File: src/rtl/svt_pkg.sv
package svt_pkg;
   // update applied to one thread's current sub-thread index
   typedef enum logic [1:0] {
      SUB_HOLD   = 2'd0,
      SUB_ADV    = 2'd1,
      SUB_REWIND = 2'd2,
      SUB_RESET  = 2'd3
   } sub_op_e;
endpackage

File: src/rtl/svt_sub_ctx.sv
module svt_sub_ctx
   import svt_pkg::*;
#(
   parameter int unsigned NUM_SUB = 2,
   parameter int unsigned SW      = 1
)(
   input  logic          clk,
   input  logic          rst_n,
   input  sub_op_e       op,
   input  logic [SW-1:0] rew_sub,
   output logic [SW-1:0] cur
);
   localparam logic [SW-1:0] LAST = SW'(NUM_SUB - 1);

   always_ff @(posedge clk) begin
      if (!rst_n) begin
         cur <= '0;
      end else begin
         unique case (op)
            SUB_ADV:    if (cur != LAST) cur <= cur + 1'b1;
            SUB_REWIND: cur <= rew_sub;
            SUB_RESET:  cur <= '0;
            default:    cur <= cur;
         endcase
      end
   end
endmodule

File: src/rtl/svt_line_tags.sv
module svt_line_tags #(
   parameter int unsigned CTX = 8
)(
   input  logic           clk,
   input  logic           rst_n,
   input  logic [CTX-1:0] clr,
   input  logic [CTX-1:0] set_ld,
   input  logic [CTX-1:0] set_st,
   output logic [CTX-1:0] ld_q,
   output logic [CTX-1:0] st_q
);
   always_ff @(posedge clk) begin
      if (!rst_n) begin
         ld_q <= '0;
         st_q <= '0;
      end else begin
         ld_q <= (ld_q & ~clr) | set_ld;
         st_q <= (st_q & ~clr) | set_st;
      end
   end
endmodule

File: src/rtl/svt_viol_pick.sv
module svt_viol_pick #(
   parameter int unsigned NUM_THR = 4,
   parameter int unsigned NUM_SUB = 2,
   parameter int unsigned TW      = 2,
   parameter int unsigned SW      = 1,
   localparam int unsigned CTX    = NUM_THR * NUM_SUB
)(
   input  logic [CTX-1:0] ld_eff,
   input  logic [TW-1:0]  src_thr,
   output logic           hit,
   output logic [TW-1:0]  thr,
   output logic [SW-1:0]  sub
);
   // walk from the top so the lowest qualifying context is left standing
   always_comb begin
      hit = 1'b0;
      thr = '0;
      sub = '0;
      for (int i = int'(CTX) - 1; i >= 0; i--) begin
         if (ld_eff[i] && (i / int'(NUM_SUB)) > int'(src_thr)) begin
            hit = 1'b1;
            thr = TW'(i / int'(NUM_SUB));
            sub = SW'(i % int'(NUM_SUB));
         end
      end
   end
endmodule

File: src/rtl/spec_viol_tracker.sv
module spec_viol_tracker
   import svt_pkg::*;
#(
   parameter int unsigned NUM_THR   = 4,
   parameter int unsigned NUM_SUB   = 2,
   parameter int unsigned NUM_LINES = 16,
   localparam int unsigned TW  = (NUM_THR > 1) ? $clog2(NUM_THR) : 1,
   localparam int unsigned SW  = (NUM_SUB > 1) ? $clog2(NUM_SUB) : 1,
   localparam int unsigned LW  = (NUM_LINES > 1) ? $clog2(NUM_LINES) : 1,
   localparam int unsigned CTX = NUM_THR * NUM_SUB
)(
   input  logic          clk,
   input  logic          rst_n,
   input  logic          acc_valid,
   input  logic          acc_store,
   input  logic [TW-1:0] acc_thr,
   input  logic [LW-1:0] acc_line,
   input  logic          ckpt_valid,
   input  logic [TW-1:0] ckpt_thr,
   input  logic          rb_valid,
   input  logic [TW-1:0] rb_thr,
   input  logic [SW-1:0] rb_sub,
   input  logic          cmt_valid,
   input  logic [TW-1:0] cmt_thr,
   output logic          viol_valid,
   output logic [TW-1:0] viol_thr,
   output logic [SW-1:0] viol_sub,
   output logic          repl_hit
);
   // elaboration-time parameter checks
   if (NUM_THR < 2 || (1 << TW) != NUM_THR) begin : g_bad_thr
      $error("NUM_THR must be a power of two, at least 2");
   end
   if (NUM_SUB < 1 || (NUM_SUB > 1 && (1 << SW) != NUM_SUB)) begin : g_bad_sub
      $error("NUM_SUB must be 1 or a power of two");
   end
   if (NUM_LINES < 2 || (1 << LW) != NUM_LINES) begin : g_bad_lines
      $error("NUM_LINES must be a power of two, at least 2");
   end

   logic [SW-1:0]  cur_sub [NUM_THR];
   logic [CTX-1:0] clr, acc_oh, own;
   logic [CTX-1:0] ld_q [NUM_LINES];
   logic [CTX-1:0] st_q [NUM_LINES];
   logic [SW-1:0]  cur_sel;
   logic           kill, acc_ok;

   assign cur_sel = cur_sub[acc_thr];
   assign kill    = (cmt_valid && cmt_thr == acc_thr) || (rb_valid && rb_thr == acc_thr);
   assign acc_ok  = acc_valid && !kill;

   // per-thread sub-thread index; commit outranks rollback outranks checkpoint
   for (genvar t = 0; t < NUM_THR; t++) begin : g_thr
      sub_op_e op;
      always_comb begin
         if (cmt_valid && cmt_thr == TW'(t))       op = SUB_RESET;
         else if (rb_valid && rb_thr == TW'(t))    op = SUB_REWIND;
         else if (ckpt_valid && ckpt_thr == TW'(t)) op = SUB_ADV;
         else                                       op = SUB_HOLD;
      end
      svt_sub_ctx #(.NUM_SUB(NUM_SUB), .SW(SW)) u_ctx (
         .clk     (clk),
         .rst_n   (rst_n),
         .op      (op),
         .rew_sub (rb_sub),
         .cur     (cur_sub[t])
      );
   end

   // per-context clear, access and ownership vectors
   for (genvar c = 0; c < CTX; c++) begin : g_ctx
      localparam int unsigned CT = c / NUM_SUB;
      localparam int unsigned CS = c % NUM_SUB;
      assign clr[c] = (cmt_valid && cmt_thr == TW'(CT)) ||
                      (rb_valid && rb_thr == TW'(CT) && SW'(CS) >= rb_sub);
      assign own[c]    = (acc_thr == TW'(CT));
      assign acc_oh[c] = own[c] && (cur_sel == SW'(CS));
   end

   for (genvar l = 0; l < NUM_LINES; l++) begin : g_line
      logic hit_line;
      assign hit_line = acc_ok && (acc_line == LW'(l));
      svt_line_tags #(.CTX(CTX)) u_tags (
         .clk    (clk),
         .rst_n  (rst_n),
         .clr    (clr),
         .set_ld ((hit_line && !acc_store) ? acc_oh : '0),
         .set_st ((hit_line &&  acc_store) ? acc_oh : '0),
         .ld_q   (ld_q[l]),
         .st_q   (st_q[l])
      );
   end

   // the access is judged against tags after this cycle's clear
   logic [CTX-1:0] sel_ld, sel_st;
   logic           pk_hit;
   logic [TW-1:0]  pk_thr;
   logic [SW-1:0]  pk_sub;

   assign sel_ld = ld_q[acc_line] & ~clr;
   assign sel_st = st_q[acc_line] & ~clr;

   svt_viol_pick #(.NUM_THR(NUM_THR), .NUM_SUB(NUM_SUB), .TW(TW), .SW(SW)) u_pick (
      .ld_eff  (sel_ld),
      .src_thr (acc_thr),
      .hit     (pk_hit),
      .thr     (pk_thr),
      .sub     (pk_sub)
   );

   always_ff @(posedge clk) begin
      if (!rst_n) begin
         viol_valid <= 1'b0;
         viol_thr   <= '0;
         viol_sub   <= '0;
         repl_hit   <= 1'b0;
      end else begin
         viol_valid <= acc_ok && acc_store && pk_hit;
         viol_thr   <= pk_thr;
         viol_sub   <= pk_sub;
         repl_hit   <= acc_ok && acc_store && |(sel_st & ~own);
      end
   end
endmodule


File: config.mk
export PLATFORM = sky130hd
export DESIGN_NAME = spec_viol_tracker
export DESIGN_NICKNAME = d
export VERILOG_FILES = /design/src/rtl/svt_pkg.sv /design/src/rtl/svt_sub_ctx.sv /design/src/rtl/svt_line_tags.sv /design/src/rtl/svt_viol_pick.sv /design/src/rtl/spec_viol_tracker.sv
export SDC_FILE = /design/constraint.sdc
export NUM_CORES = 1
export LEC_CHECK = 0
export BUFFER_PORTS_ARGS = -buffer_cell sky130_fd_sc_hd__buf_2
export CORE_MARGIN = 2
export CORE_UTILIZATION = 50
export DETAILED_ROUTE_END_ITERATION = 12
export GPL_TIMING_DRIVEN = 0
export PLACE_DENSITY = 0.74
export SYNTH_ARGS = -nofsm -noshare
export SYNTH_HDL_FRONTEND = slang
export SYNTH_HIERARCHICAL = 1
export SYNTH_SLANG_ARGS = --single-unit
File: constraint.sdc
create_clock -name clk -period 6.4 [get_ports clk]
set_input_delay 1.28 -clock clk [delete_from_list [all_inputs] [get_ports clk]]
set_output_delay 1.28 -clock clk [all_outputs]
set_load 0.01 [all_outputs]
==> results.cfg <==
[drt]
wl_per_cell_um = 20.14
wl_mm = 32.41
antenna_left = 0
dr.pass1.iters = 6
drt_iter0_drc = 775
via_count = 8980
routed_via_density = 5.581
drcViolationCount = 0

[cells_and_area]
final_layout_size_suffix_gt1_frac = 0.1465
layout_common_cells = nor2b_1 (238), nor2_1 (236), dfxtp_1 (233)
final_common_cell = nor2b_1
fin_area_um2 = 13270
antenna_cells_inserted = 0
syn2layout_area_growth_pct = 13.17
fin_nets = 1292

[clock_network]
post_cts_buffers = 0
cts.repair.resized = 0
path_clk_slew_ns = 0.06
max-clock-path-buffers = 3
tritoncts = built
htreeDepth = 1
cts_sinks = 233
ctsHoldBuffers = 0
numCtsBuffers = 26
cts-root-buf = clkbuf_16
insertion_delay_ns = 0.54

[floorplanning]
boundaryPins = 25
rows = 56
die_w_um = 157.2
dieHeight_um = 157.2
die_area_um2 = 24700
coreArea_um2 = 23260
initial_core_util = 0.5042

[yosys]
synth_nets = 1239
synth_cells = 1219
ys.warnings.count = 6
synthesis.area_um2 = 11730
synth_area_per_cell_um2 = 9.622

[setup_path]
crit_path_end_kind = flop
start_kind = input port
criticalPathCategory = input port to flop
critPathMaxFanout = 10
worstPathArrival_ns = 4.13
r2r_slack_ns = 3.94
crit_required_ns = 6.83

[placement]
dp.final_hpwl_mm = 23.20
portBuffers = 19
routabilityCongestion = 0.8623
place_area_um2 = 12410

[sta]
setup_viol = 0
slew_violations = 0
setup-tns-final_ns = 0
fin_crit_ns = 3.699
whs_ns = 0.5615
max_freq_ghz = 0.2704
rsz0062_at_grt = false
finClkSkew_ns = 0.01546
tightestPinTransition_ns = 0.8869
finalHoldViolCount = 0
relSlewSlack = 0.4067
min_period_over_period = 0.5779

[global_routing]
grt_max_degree = 37
grt_pass1_wl_mm = 50.45
antenna_found_initial = 1
grt.total_usage = 0.2658
grt_overflow_total = 0
grt_pass1_vias = 8961

[pwr]
power.density_nw_per_um2 = 242.9
ir_drop_uv = 169.3
p_leak_nw = 4.968

[run_status]
status = completed

[flow_run]
maxCapViolations = 0

[min_path]
hold_path.class = flop to flop
worst paths after layout:
kind,from,to,cells past startpoint
worst max-delay path,acc_line[1],viol_valid,8
worst min-delay path,g_thr[0].u_ctx/cur,g_thr[0].u_ctx/cur,2
worst max register to register,g_line[15].u_tags/ld_q[7],viol_valid,6
worst min register to register,g_thr[0].u_ctx/cur,g_thr[0].u_ctx/cur,2
sequential cells by signal (all words and copies together), names as in the netlist:
signal,cells
viol_thr,2
viol_valid,1
viol_sub,1
g_line.u_tags/ld_q,96
g_thr.u_ctx/cur,4
repl_hit,1
g_line.u_tags/st_q,128
area by class of cell:
class / instances / area (um2)
Buffer: 85 / 747.0
Fill cell: 2059 / 9988
Multi-Input combinational cell: 897 / 6364
Inverter: 4 / 15.01
Clock buffer: 35 / 734.5
Sequential cell: 233 / 4664
Clock inverter: 11 / 122.6
Timing Repair Buffer: 25 / 227.7
Tap cell: 319 / 399.1
per-layer routing:
layer | vias up | wire length, um | global-route usage
met5 | - | 13 | 0
met4 | 2 | 1044 | 0.09091
met3 | 75 | 2093 | 0.04598
met2 | 313 | 15490 | 0.4535
met1 | 4341 | 13760 | 0.3411
li1 | 4249 | - | -
power breakdown:
| group | internal [W] | switching (W) | leakage, nW |
|---|---|---|---|
| Clock | 0.000886 | 0.000616 | 0.430 |
| Sequential | 0.00145 | 0.00000341 | 1.88 |
| Combinational | 0.0000897 | 0.000175 | 2.66 |
| Total | 0.00243 | 0.000794 | 4.97 |
critical path: stages:
cell      delay (ns)
buf_2           0.26
clkbuf_1        0.60
mux4_2          0.47
mux4_2          0.50
nor2b_1         0.19
nor4_4          0.35
o221ai_1        0.25
and2_1          0.21
through the flow:
step           std cells  power, W  setup slack (ns)    util
2_1_floorplan       1219  0.001652             1.997       -
3_3_place_gp        1557  0.001734           -0.3752  0.5254
3_5_place_dp        1563  0.001752             2.145  0.5337
4_1_cts             1609  0.003237             2.703  0.5705
5_1_grt             1609  0.003314             2.644  0.5706
6_report            1609  0.003224             2.701  0.5706
No activity file was read; power rests on OpenSTA's default activity.
